===== config.mk =====
export PLATFORM = sky130hd
export DESIGN_NAME = sample_packer
export DESIGN_NICKNAME = d
export VERILOG_FILES = /design/src/rtl/sp_pkg.sv /design/src/rtl/sp_seq.sv /design/src/rtl/sp_crc.sv /design/src/rtl/sp_fmt.sv /design/src/rtl/sample_packer.sv
export SDC_FILE = /design/constraint.sdc
export NUM_CORES = 1
export LEC_CHECK = 0
export ABC_AREA = 1
export BUFFER_PORTS_ARGS = -buffer_cell sky130_fd_sc_hd__buf_2
export CORE_AREA = 3 3 541 543
export DETAILED_ROUTE_END_ITERATION = 12
export DIE_AREA = 0 0 544 546
export PLACE_DENSITY = 0.32
export SLEW_MARGIN = 5
export SYNTH_ARGS = -nofsm -noshare
export SYNTH_HDL_FRONTEND = slang
export SYNTH_HIERARCHICAL = 1
export SYNTH_SLANG_ARGS = --single-unit

===== constraint.sdc =====
create_clock -name clk -period 2.6 [get_ports clk]
set_input_delay 0.13 -clock clk [delete_from_list [all_inputs] [get_ports clk]]
set_output_delay 0.13 -clock clk [all_outputs]
set_load 0.05 [all_outputs]

===== src/rtl/sp_pkg.sv =====
package sp_pkg;
  localparam int N_INFO = 4;

  // Channel carried by group k: reflected binary order
  function automatic logic [3:0] grp_chan(input logic [3:0] k);
    return k ^ (k >> 1);
  endfunction

  // Layer (1..6) carried by position p within a group
  function automatic logic [2:0] pos_layer(input logic [2:0] p);
    case (p)
      3'd0:    return 3'd3;
      3'd1:    return 3'd1;
      3'd2:    return 3'd5;
      3'd3:    return 3'd6;
      3'd4:    return 3'd4;
      default: return 3'd2;
    endcase
  endfunction
endpackage


===== src/rtl/sp_seq.sv =====
module sp_seq #(
  parameter int N_LAYER = 6,
  parameter int N_GRP   = 16,
  parameter int N_SMP   = 16,
  localparam int N_DATA = N_LAYER * N_GRP,
  localparam int N_WORD = N_DATA + sp_pkg::N_INFO,
  localparam int IDX_W  = $clog2(N_WORD),
  localparam int LAY_W  = $clog2(N_LAYER),
  localparam int GRP_W  = $clog2(N_GRP),
  localparam int SMP_W  = $clog2(N_SMP)
) (
  input  logic             clk,
  input  logic             rst_n,
  input  logic             fire,
  input  logic             long_evt,
  output logic [IDX_W-1:0] widx,
  output logic [LAY_W-1:0] lay,
  output logic [GRP_W-1:0] grp,
  output logic             is_data,
  output logic             wrap,
  output logic             evt_end
);
  logic [IDX_W-1:0] widx_q, widx_d;
  logic [LAY_W-1:0] lay_q, lay_d;
  logic [GRP_W-1:0] grp_q, grp_d;
  logic [SMP_W-1:0] smp_q, smp_d;
  logic [SMP_W-1:0] smp_top;

  always_comb begin
    smp_top = long_evt ? SMP_W'(N_SMP - 1) : SMP_W'(N_SMP / 2 - 1);
    wrap    = (widx_q == IDX_W'(N_WORD - 1));
    is_data = (widx_q < IDX_W'(N_DATA));
    evt_end = (smp_q == smp_top);
    widx_d = widx_q;
    lay_d  = lay_q;
    grp_d  = grp_q;
    smp_d  = smp_q;
    if (fire) begin
      if (wrap) begin
        widx_d = '0;
        lay_d  = '0;
        grp_d  = '0;
        smp_d  = evt_end ? '0 : smp_q + 1'b1;
      end else begin
        widx_d = widx_q + 1'b1;
        if (lay_q == LAY_W'(N_LAYER - 1)) begin
          lay_d = '0;
          grp_d = grp_q + 1'b1;
        end else begin
          lay_d = lay_q + 1'b1;
        end
      end
    end
  end

  always_ff @(posedge clk or negedge rst_n) begin
    if (!rst_n) begin
      widx_q <= '0;
      lay_q  <= '0;
      grp_q  <= '0;
      smp_q  <= '0;
    end else if (fire) begin
      widx_q <= widx_d;
      lay_q  <= lay_d;
      grp_q  <= grp_d;
      smp_q  <= smp_d;
    end
  end

  assign widx = widx_q;
  assign lay  = lay_q;
  assign grp  = grp_q;

  p_idx_range_r10: assert property (@(posedge clk) disable iff (!rst_n)
    widx_q < IDX_W'(N_WORD));
  p_wrap_zero_r10: assert property (@(posedge clk) disable iff (!rst_n)
    (fire && wrap) |=> (widx_q == '0 && lay_q == '0 && grp_q == '0));
  p_stall_hold_r10: assert property (@(posedge clk) disable iff (!rst_n)
    !fire |=> $stable(widx_q));
endmodule


===== src/rtl/sp_crc.sv =====
module sp_crc #(
  parameter int             DATA_W = 13,
  parameter int             CRC_W  = 15,
  parameter logic [CRC_W-1:0] POLY = 15'h0003
) (
  input  logic              clk,
  input  logic              rst_n,
  input  logic              en,
  input  logic              clr,
  input  logic [DATA_W-1:0] din,
  output logic [CRC_W-1:0]  crc
);
  logic [CRC_W-1:0] crc_q, crc_d;

  always_comb begin
    logic [CRC_W-1:0] c;
    logic             fb;
    c = crc_q;
    for (int b = DATA_W - 1; b >= 0; b--) begin
      fb = c[CRC_W-1] ^ din[b];
      c  = {c[CRC_W-2:0], 1'b0} ^ (fb ? POLY : '0);
    end
    crc_d = clr ? '0 : c;
  end

  always_ff @(posedge clk or negedge rst_n) begin
    if (!rst_n)          crc_q <= '0;
    else if (en || clr)  crc_q <= crc_d;
  end

  assign crc = crc_q;

  p_crc_clear_r6: assert property (@(posedge clk) disable iff (!rst_n)
    clr |=> (crc_q == '0));
  p_crc_hold_r6: assert property (@(posedge clk) disable iff (!rst_n)
    (!en && !clr) |=> $stable(crc_q));
endmodule


===== src/rtl/sp_fmt.sv =====
module sp_fmt #(
  parameter int N_LAYER = 6,
  parameter int N_GRP   = 16,
  parameter int ADC_W   = 13,
  parameter int CRC_W   = 15,
  localparam int N_DATA = N_LAYER * N_GRP,
  localparam int N_WORD = N_DATA + sp_pkg::N_INFO,
  localparam int IDX_W  = $clog2(N_WORD),
  localparam int LAY_W  = $clog2(N_LAYER),
  localparam int GRP_W  = $clog2(N_GRP)
) (
  input  logic [IDX_W-1:0]        widx,
  input  logic [LAY_W-1:0]        lay,
  input  logic [GRP_W-1:0]        grp,
  input  logic [N_DATA*ADC_W-1:0] adc_flat,
  input  logic [N_DATA-1:0]       ovl_n,
  input  logic [N_GRP-1:0]        info,
  input  logic [CRC_W-1:0]        crc,
  input  logic [11:0]             stat_a,
  input  logic [11:0]             stat_b,
  output logic [15:0]             word,
  output logic [ADC_W-1:0]        adc_sel
);
  localparam int EL_W = $clog2(N_DATA);
  logic [EL_W-1:0] elem;
  logic [2:0]      lyr;
  logic [3:0]      chn;

  always_comb begin
    lyr     = sp_pkg::pos_layer(3'(lay));
    chn     = sp_pkg::grp_chan(4'(grp));
    elem    = EL_W'((int'(lyr) - 1) * N_GRP + int'(chn));
    adc_sel = adc_flat[int'(elem)*ADC_W +: ADC_W];
    if (widx < IDX_W'(N_DATA))
      word = {1'b0, ovl_n[elem], info[grp], adc_sel};
    else if (widx == IDX_W'(N_DATA))
      word = {1'b0, crc};
    else if (widx == IDX_W'(N_DATA + 1))
      word = {4'b0111, stat_a};
    else if (widx == IDX_W'(N_DATA + 2))
      word = {4'b0111, stat_b};
    else
      word = 16'h7FFF;
  end
endmodule


===== src/rtl/sample_packer.sv =====
module sample_packer #(
  parameter int N_LAYER = 6,
  parameter int N_GRP   = 16,
  parameter int ADC_W   = 13,
  parameter int CRC_W   = 15,
  parameter int N_SMP   = 16,
  localparam int N_DATA = N_LAYER * N_GRP,
  localparam int N_WORD = N_DATA + sp_pkg::N_INFO,
  localparam int IDX_W  = $clog2(N_WORD),
  localparam int LAY_W  = $clog2(N_LAYER),
  localparam int GRP_W  = $clog2(N_GRP)
) (
  input  logic                    clk,
  input  logic                    rst_n,
  input  logic                    smp_valid,
  output logic                    smp_ready,
  input  logic [N_DATA*ADC_W-1:0] adc_flat,
  input  logic [N_DATA-1:0]       ovl_n,
  input  logic [N_GRP-1:0]        info,
  input  logic [3:0]              free_blks,
  input  logic [3:0]              trg_len,
  input  logic                    trg_full,
  input  logic                    l1a_full,
  input  logic                    trg_empty,
  input  logic                    l1a_empty,
  input  logic [7:0]              l1a_len,
  input  logic                    trg_pop,
  input  logic                    push,
  input  logic                    ovwr_err,
  input  logic                    busy,
  output logic                    out_valid,
  input  logic                    out_ready,
  output logic [15:0]             out_word,
  output logic                    out_last
);
  logic             rst_m, rst_s;
  logic             fire, wrap, evt_end, is_data;
  logic [IDX_W-1:0] widx;
  logic [LAY_W-1:0] lay;
  logic [GRP_W-1:0] grp;
  logic [CRC_W-1:0] crc;
  logic [ADC_W-1:0] adc_sel;

  // reset asserts at once, releases on the clock
  always_ff @(posedge clk or negedge rst_n) begin
    if (!rst_n) begin
      rst_m <= 1'b0;
      rst_s <= 1'b0;
    end else begin
      rst_m <= 1'b1;
      rst_s <= rst_m;
    end
  end

  assign out_valid = smp_valid & rst_s;
  assign fire      = out_valid & out_ready;
  assign smp_ready = fire & wrap;
  assign out_last  = out_valid & wrap & evt_end;

  sp_seq #(.N_LAYER(N_LAYER), .N_GRP(N_GRP), .N_SMP(N_SMP)) u_seq (
    .clk(clk), .rst_n(rst_s), .fire(fire), .long_evt(info[N_GRP-1]),
    .widx(widx), .lay(lay), .grp(grp), .is_data(is_data),
    .wrap(wrap), .evt_end(evt_end)
  );

  sp_crc #(.DATA_W(ADC_W), .CRC_W(CRC_W)) u_crc (
    .clk(clk), .rst_n(rst_s), .en(fire & is_data), .clr(fire & wrap),
    .din(adc_sel), .crc(crc)
  );

  sp_fmt #(.N_LAYER(N_LAYER), .N_GRP(N_GRP), .ADC_W(ADC_W), .CRC_W(CRC_W)) u_fmt (
    .widx(widx), .lay(lay), .grp(grp), .adc_flat(adc_flat), .ovl_n(ovl_n),
    .info(info), .crc(crc),
    .stat_a({l1a_empty, trg_empty, l1a_full, trg_full, trg_len, free_blks}),
    .stat_b({busy, ovwr_err, push, trg_pop, l1a_len}),
    .word(out_word), .adc_sel(adc_sel)
  );

  p_idle_r1: assert property (@(posedge clk) disable iff (!rst_s)
    !smp_valid |-> !out_valid);
  p_dummy_r9: assert property (@(posedge clk) disable iff (!rst_s)
    (out_valid && wrap) |-> (out_word == 16'h7FFF));
  p_done_r10: assert property (@(posedge clk) disable iff (!rst_s)
    smp_ready |=> (widx == '0));
  p_last_r11: assert property (@(posedge clk) disable iff (!rst_s)
    out_last |-> (out_word == 16'h7FFF));
endmodule


== Word-level counts from Yosys, hierarchy flattened ==
Cells that the tools add are included.

* Flip-flop bits (word level): 35
* Input port bits: 1388

* Add/subtract/negate cells: 6
* $mul: 1
* Magnitude comparators: 3
* Eq/ne operators: 10
* Shifts and indexed selects: 1
* Muxes and demuxes: 30
* Bitwise operators: 33
* Reductions and logical operators: 5

{| class="wikitable"
|+ Operators by type and width
! operator !! number
|-
| 1248-bit by 32-bit indexed part select with 13-bit output || 1
|-
| 15-bit XOR || 13
|-
| 16-bit 2-to-1 mux || 3
|-
| 7-bit equality test, second input constant || 4
|-
| 2-bit 2-to-1 mux || 13
|-
| 4-bit 2-to-1 mux || 4
|-
| 15-bit 2-to-1 mux || 1
|-
| 3-bit one-hot mux with 5 select lines || 1
|-
| 1-bit XOR || 13
|-
| 12-bit 2-to-1 mux || 1
|-
| 7-bit by 4-bit multiplier with 11-bit output, second input constant || 1
|-
| 4-bit by 1-bit adder with 4-bit output, second input constant || 2
|-
| 7-bit by 8-bit < comparator with 1-bit output, second input constant || 1
|-
| 7-bit by 1-bit adder with 7-bit output, second input constant || 1
|-
| 7-bit by 5-bit adder with 7-bit output || 1
|-
| 1-bit binary-select mux with 7-bit select || 1
|-
| 7-bit < comparator, second input constant || 1
|-
| 7-bit 2-to-1 mux || 1
|-
| 1-bit bitwise AND || 6
|-
| 3-bit by 2-bit equality test with 1-bit output, second input constant || 2
|-
| 3-bit equality test, second input constant || 2
|-
| 3-bit 2-to-1 mux || 2
|-
| 4-bit by 5-bit < comparator with 1-bit output, second input constant || 1
|-
| 1-bit binary-select mux with 4-bit select || 1
|-
| 10 further kinds || 12
|}

== Longest topological paths before layout ==
* Depth in word-level cells: 46
* Depth in mapped cells: 21
* Gate-level depth less buffers: 19

== Modules after synthesis ==
Netlist, hierarchy kept.

{| class="wikitable"
|+ Modules (own cells, without submodules)
! module !! times used !! cells each !! area each (um2)
|-
| sp_fmt || 1 || 3911 || 16457.0
|-
| sp_crc || 1 || 196 || 1128.6
|-
| sp_seq || 1 || 119 || 978.4
|-
| sample_packer || 1 || 14 || 97.6
|}

== Least setup slack after synthesis ==
Ideal clock, no wire load.

* Path type: register -> register
* From: reg rst_s
* To: reg u_crc.crc_q[10] (netlist: u_crc/crc[10])
* Arrival: 2.624 ns
* Required time: 2.483 ns
* Path slack: -0.141 ns
* Stages on the path, launching flop included: 9
* Path buffers: 1
* Cell sequence: dfrtp_1 -> nand3_1 -> nor2_1 -> inv_1 -> nand2_2 -> inv_2 -> buf_6 -> nand2_1 -> nand2_1

* Word-level cells in the longest chain between the ends: 4
* Elaborated cells between the ends (all ways): 6
* Those cells by class: mux: 1; bitwise: 4; reduce/logical: 1

{| class="wikitable"
|+ RTL lines
! item !! RTL line !! RTL
|-
| start: declaration || sample_packer.sv:36 || <nowiki>logic rst_m, rst_s;</nowiki>
|-
| start signal: assignment || sample_packer.sv:51 || <nowiki>rst_s <= rst_m;</nowiki>
|-
| 1-bit bitwise AND * || sample_packer.sv:55 || <nowiki>assign out_valid = smp_valid & rst_s;</nowiki>
|-
| 1-bit bitwise AND * || sample_packer.sv:56 || <nowiki>assign fire = out_valid & out_ready;</nowiki>
|-
| 1-bit bitwise AND * || - ||
|-
| net smp_ready || sample_packer.sv:16 || <nowiki>output logic smp_ready,</nowiki>
|-
| 15-bit 2-to-1 mux / 1-bit logical OR (equally long branches) || sp_crc.sv:23, sp_crc.sv:28 ||
|-
| end signal: assignment || sp_crc.sv:28 || <nowiki>else if (en || clr) crc_q <= crc_d;</nowiki>
|-
| end: declaration || sp_crc.sv:13 || <nowiki>logic [CRC_W-1:0] crc_q, crc_d;</nowiki>
|}

Mark *: on every way through the listed nets, which the timed path passes. The rest lies on a longest branch.
A chain may end at the register's enable or synchronous reset.

== Final worst setup path ==
* From: reg u_seq.grp_q[1] (netlist: u_seq/grp[1])
* To: out out_word[11]

* Word-level cells in the longest chain between the ends: 5

{| class="wikitable"
|+ RTL lines
! item !! RTL line !! RTL
|-
| start: declaration || sp_seq.sv:25 || <nowiki>logic [GRP_W-1:0] grp_q, grp_d;</nowiki>
|-
| start signal: assignment || sp_seq.sv:65 || <nowiki>grp_q <= grp_d;</nowiki>
|-
| 4-bit by 3-bit XOR with 4-bit output || sp_pkg.sv:6 || <nowiki>return k ^ (k >> 1);</nowiki>
|-
| 7-bit by 5-bit adder with 7-bit output || sp_fmt.sv:32 || <nowiki>elem = EL_W'((int'(lyr) - 1) * N_GRP + int'(chn));</nowiki>
|-
| 7-bit by 4-bit multiplier with 11-bit output || sp_fmt.sv:33 || <nowiki>adc_sel = adc_flat[int'(elem)*ADC_W +: ADC_W];</nowiki>
|-
| 1248-bit by 32-bit indexed part select with 13-bit output || sp_fmt.sv:33 ||
|-
| 16-bit 2-to-1 mux || sp_fmt.sv:34 || <nowiki>if (widx < IDX_W'(N_DATA))</nowiki>
|-
| end: declaration || sample_packer.sv:33 || <nowiki>output logic [15:0] out_word,</nowiki>
|}

No other way between the ends.

==> results <==
- The residual antenna-violating net count after detailed routing is 0.
- The detailed router finished its first iteration with between 2,000 and 2,500 violations.
- The worst vdd rail ir drop is roughly 700 uV.
- In this run the number of cells on the critical path is 18.
- The effective utilization at floorplan is ~6.5%.
- The launching element of the worst setup path is u_seq/grp[1].
- The number of buffer cells added on primary ports is 1,405.
- STA classifies the critical path startpoint as a flip-flop.
- The cell count after synthesis came out at ~4,200.
- The standard cell core area is about 290,000 sq um.
- The leakage dissipation is 21.4 nW.
- In this run the core area contains between 150 and 200 standard-cell rows.
- The worst pin sits at a relative slew slack of approximately three fifths.
- The register-to-register setup slack is -0.57 ns.
- The number of buffers created by CTS is 5.
- The congestion estimate from routability-driven global placement came to between 0.8 and 0.9.
- The transition at the pin with the smallest max-transition slack is around 0.6 ns.
- Power spread over the standard cell area amounts to approximately 1200 nW/um^2.
- The final design utilization is 13.5%.
- The number of placed I/O pins is approximately 1,400.
- The synthesized netlist contains 36 unique library cells.
- The number of global-route vias before repair is ~35,000.
- The clock skew after layout is approximately 0.012 ns.
- The die is about 550 microns tall.
- Together, buffers and inverters on the worst path number 6.
- The maximum root-to-sink buffer count is 2.
- The min-delay analysis places its worst path in the category in2async.
- The final hold violation count came to 0.
- The sequential area share after synthesis is under 10%.
- The number of sinks handled by clock tree synthesis is 35.
- The post-detailed-route wirelength per cell is 26.6 microns.
- After layout, the worst setup slack is -0.719 ns.
- The number of antenna violations at the first check in global routing is about 180.
- For this run, design rule violations remaining after detail routing come to 0.
- The total via count in the routed design is 33,900.
- The cell repeated most along the worst path is nand2_2.
- The most instantiated flip-flop cell in the synthesis netlist is dfrtp_1.
- The flow ran to the end, but the final reports show violations.
- The number of maximum-capacitance violations is 0.
- For this run, the number of Yosys warnings is 6.
- Global routing used 16.7% of the available tracks.
- Cells with a size suffix above 1 make up between 40% and 50% of the layout.
- The floorplan step defined a die boundary enclosing between 200,000 and 300,000 sq um.
- The clock tree from TritonCTS is done.
- The final setup violation count is 28.
- Counting flops with a built-in enable in the synthesized netlist gives 0.
- The worst setup path is of the reg2out kind.
- Global routing finished with a remaining overflow of 0.
- The number of nets in the synthesized netlist is 5,631.
- The end point of the critical path is out_word[11].
- For this block, the routed nets add up to about 260,000 microns of wire.
- The element type at the critical path end is an output pin.
- The required arrival time at the worst endpoint is between 2 and 2.5 ns.
- The clock-pin transition on the worst setup and hold timing paths is around 0.07 ns.
- The first global-routing pass estimated ~330,000 microns of wire.
- The number of pins with negative max-slew slack in the final report was 0.
- The worst reg-to-reg path cell count is 22.
- Walking the worst path, the cells encountered are inv_4 -> nand2_4 -> nand2_8 -> buf_16 -> buf_16 -> buf_16 -> nand2_2 -> nand3_2 -> nand2_2 -> nand2_4 -> nand4_1 -> nand2_2 -> nand2_2 -> buf_12 -> nand2_8 -> nand3_4 -> nand2_4 -> buf_12.
- After routing the design area is 39,000 sq um.
- The number of nets at the end of the flow is 7,352.
- The worst path uses 128% of the clock period.
- The highest-delay cell along the critical path is dfrtp_2.
- The maximum number of pins on one net before global-route repair is 55.
- The horizontal die dimension is approximately 540 microns.
- The checks that failed: negative setup slack.
- Setup repair after global routing could not meet its margin everywhere.
- After layout, the minimum clock period comes to ~3.3 ns.
- The cell area reported after detailed placement is 34,500 sq um.
- The kind of cell with the highest combined delay along the critical path is simple AND/OR/NAND/NOR gates.
- The worst reg2reg path endpoint is u_crc/crc[11].
- The clock latency on the worst-skew pair is roughly 0.3 ns.
- On the worst path, the slowest cell contributes a delay of 0.46 ns.
- The start of the worst register-to-register path is u_seq/grp[1].
- Based on the critical path, the design can be clocked at up to 0.301 GHz.
- The synthesis-stage register bit count is 35.
- Along the worst path, the maximum fanout reaches 8.
- The post-synthesis area per instance is 4.40 sq um.
- The share of flip-flops with an asynchronous set or reset after synthesis is between 90% and 100%.
- The post-detailed-placement half-perimeter wirelength is roughly 230,000 microns.
- The cell area after technology mapping is around 19,000 sq um.
- The number of detailed-routing iterations run before antenna repair is 5.
- The area growth from synthesis to layout is 109%.
- In this run the number of H-tree levels came out at 2.
- The post-route total power is between 40 and 50 mW.
- The data arrival time of the critical path is ~3.2 ns.
- The average via count per standard cell is 3.46.
- The root buffer cell chosen for the clock tree is clkbuf_16.
## timing repair
action / CTS / global route
gates resized for setup: 506 / 214
setup buffers: 61 / 13
setup endpoints to repair: 28 / 30
pin swaps: 70 / 67
gates cloned: 26 / 1
hold buffers: 1 / 0
endpoints found under the hold margin: 2 / 0
## logic make-up (layout without fill, tap and decap cells)
kind of cell	count (synthesis)	after routing	synth area share, %
mux	1	1	0.0536
other cells	2	58	0.0402
simple gates	3051	3051	68.4
compound gates	178	178	5.30
xor+xnor	4	4	0.188
flops	35	35	4.69
fa+ha+maj	3	3	0.201
buf+inv	966	2688	21.1
## synthesized netlist by cell type, types with 10 or more instances
master       n  area [sq um]
nand3_1    897          4490
o21ai_0     31           155
a21oi_1     90           450
o21ai_1     10          50.1
buf_1       13          48.8
nor2_1     137           514
and2_1      13          81.3
o211ai_1    26           195
inv_1      672          2520
buf_2      191           956
clkbuf_1    68           255
o22ai_1     17           106
nand4_1     12          75.1
dfrtp_1     35           876
nand2_1   1962          7360
## worst min-delay path by stage
stage                     startpoint  endpoint  slack [ns]  depth (start not counted)
after floorplan                rst_n     rst_m       -0.17                          0
after global placement         rst_n     rst_m       -0.08                          1
after detailed placement       rst_n     rst_m       -0.08                          1
after CTS                      rst_n     rst_m        0.14                          2
after global routing           rst_n     rst_m        0.15                          2
final                          rst_n     rst_m        0.15                          2
## through the flow
step | std cells | worst slack (ns) | hold WS (ns) | setup TNS (ns)
6_report | 9799 | -0.719 | 0.152 | -16.21
5_1_grt | 9772 | -0.797 | 0.150 | -20.39
4_1_cts | 9733 | -0.803 | 0.137 | -19.52
3_5_place_dp | 9642 | -1.25 | -0.0781 | -27.80
3_3_place_gp | 9642 | -1.26 | -0.0787 | -28.17
2_1_floorplan | 4240 | 0.139 | -0.166 | 0
## cells in the final DEF (no fill, tap or decap), types with 6 or more instances in the layout
cell / Yosys / layout
o21ai_2: 1 / 12
nand3_1: 897 / 725
o21ai_0: 31 / 16
clkbuf_16: 0 / 6
nand2_1: 1962 / 1776
buf_4: 7 / 352
nand2_2: 7 / 151
o22ai_1: 17 / 17
buf_16: 0 / 27
nor2_2: 4 / 18
inv_2: 7 / 12
inv_1: 672 / 663
buf_8: 1 / 24
nor2_4: 2 / 20
nor2_1: 137 / 105
buf_2: 191 / 1389
and2_4: 0 / 10
a21oi_2: 0 / 17
diode_2: 0 / 56
a21oi_1: 90 / 70
bufbuf_16: 0 / 12
o21ai_1: 10 / 14
nand3b_1: 6 / 6
nand2_4: 2 / 39
buf_6: 5 / 63
nand4_1: 12 / 12
nand3_2: 7 / 136
nand3_4: 0 / 43
o211ai_1: 26 / 26
dfrtp_1: 35 / 32
buf_12: 0 / 128
## sequential cells by signal (all words and copies together), names as in the netlist
signal and count:
u_crc/crc 15, u_seq/widx 7, u_seq/grp 4, u_seq/smp_q 4, u_seq/lay 3, rst_m 1, rst_s 1
## per-layer routing
| metal | track usage, % | routed length [microns] | vias up | share of wire (%) |
|---|---|---|---|---|
| li1 | - | - | 16500 | - |
| met1 | 19.4 | 104000 | 15500 | 40 |
| met2 | 31.3 | 133000 | 1377 | 51 |
| met3 | 2.75 | 14400 | 372 | 5.5 |
| met4 | 4.10 | 8520 | 78 | 3.3 |
| met5 | 0 | 505 | - | 0.19 |
## power breakdown
part,total (mW),internal (mW),switching [mW],leakage [nW]
clock,0.640,0.355,0.286,0.0662
combinational,43.9,17.3,26.6,20.9
sequential,1.02,0.719,0.297,0.432
## area by class of cell
| class | count | area, sq um |
|---|---|---|
| multi-input cells | 3239 | 16100 |
| clock buffers | 5 | 125 |
| repair buffers | 1998 | 14400 |
| inverters | 680 | 2590 |
| flip-flops and latches | 35 | 880 |
| diodes | 56 | 140 |
| fillers | 34500 | 249000 |
| repair inverters | 2 | 22.5 |
| clock inverters | 3 | 20.0 |
| well taps | 3781 | 4730 |
(Power assumes the default switching activity.)
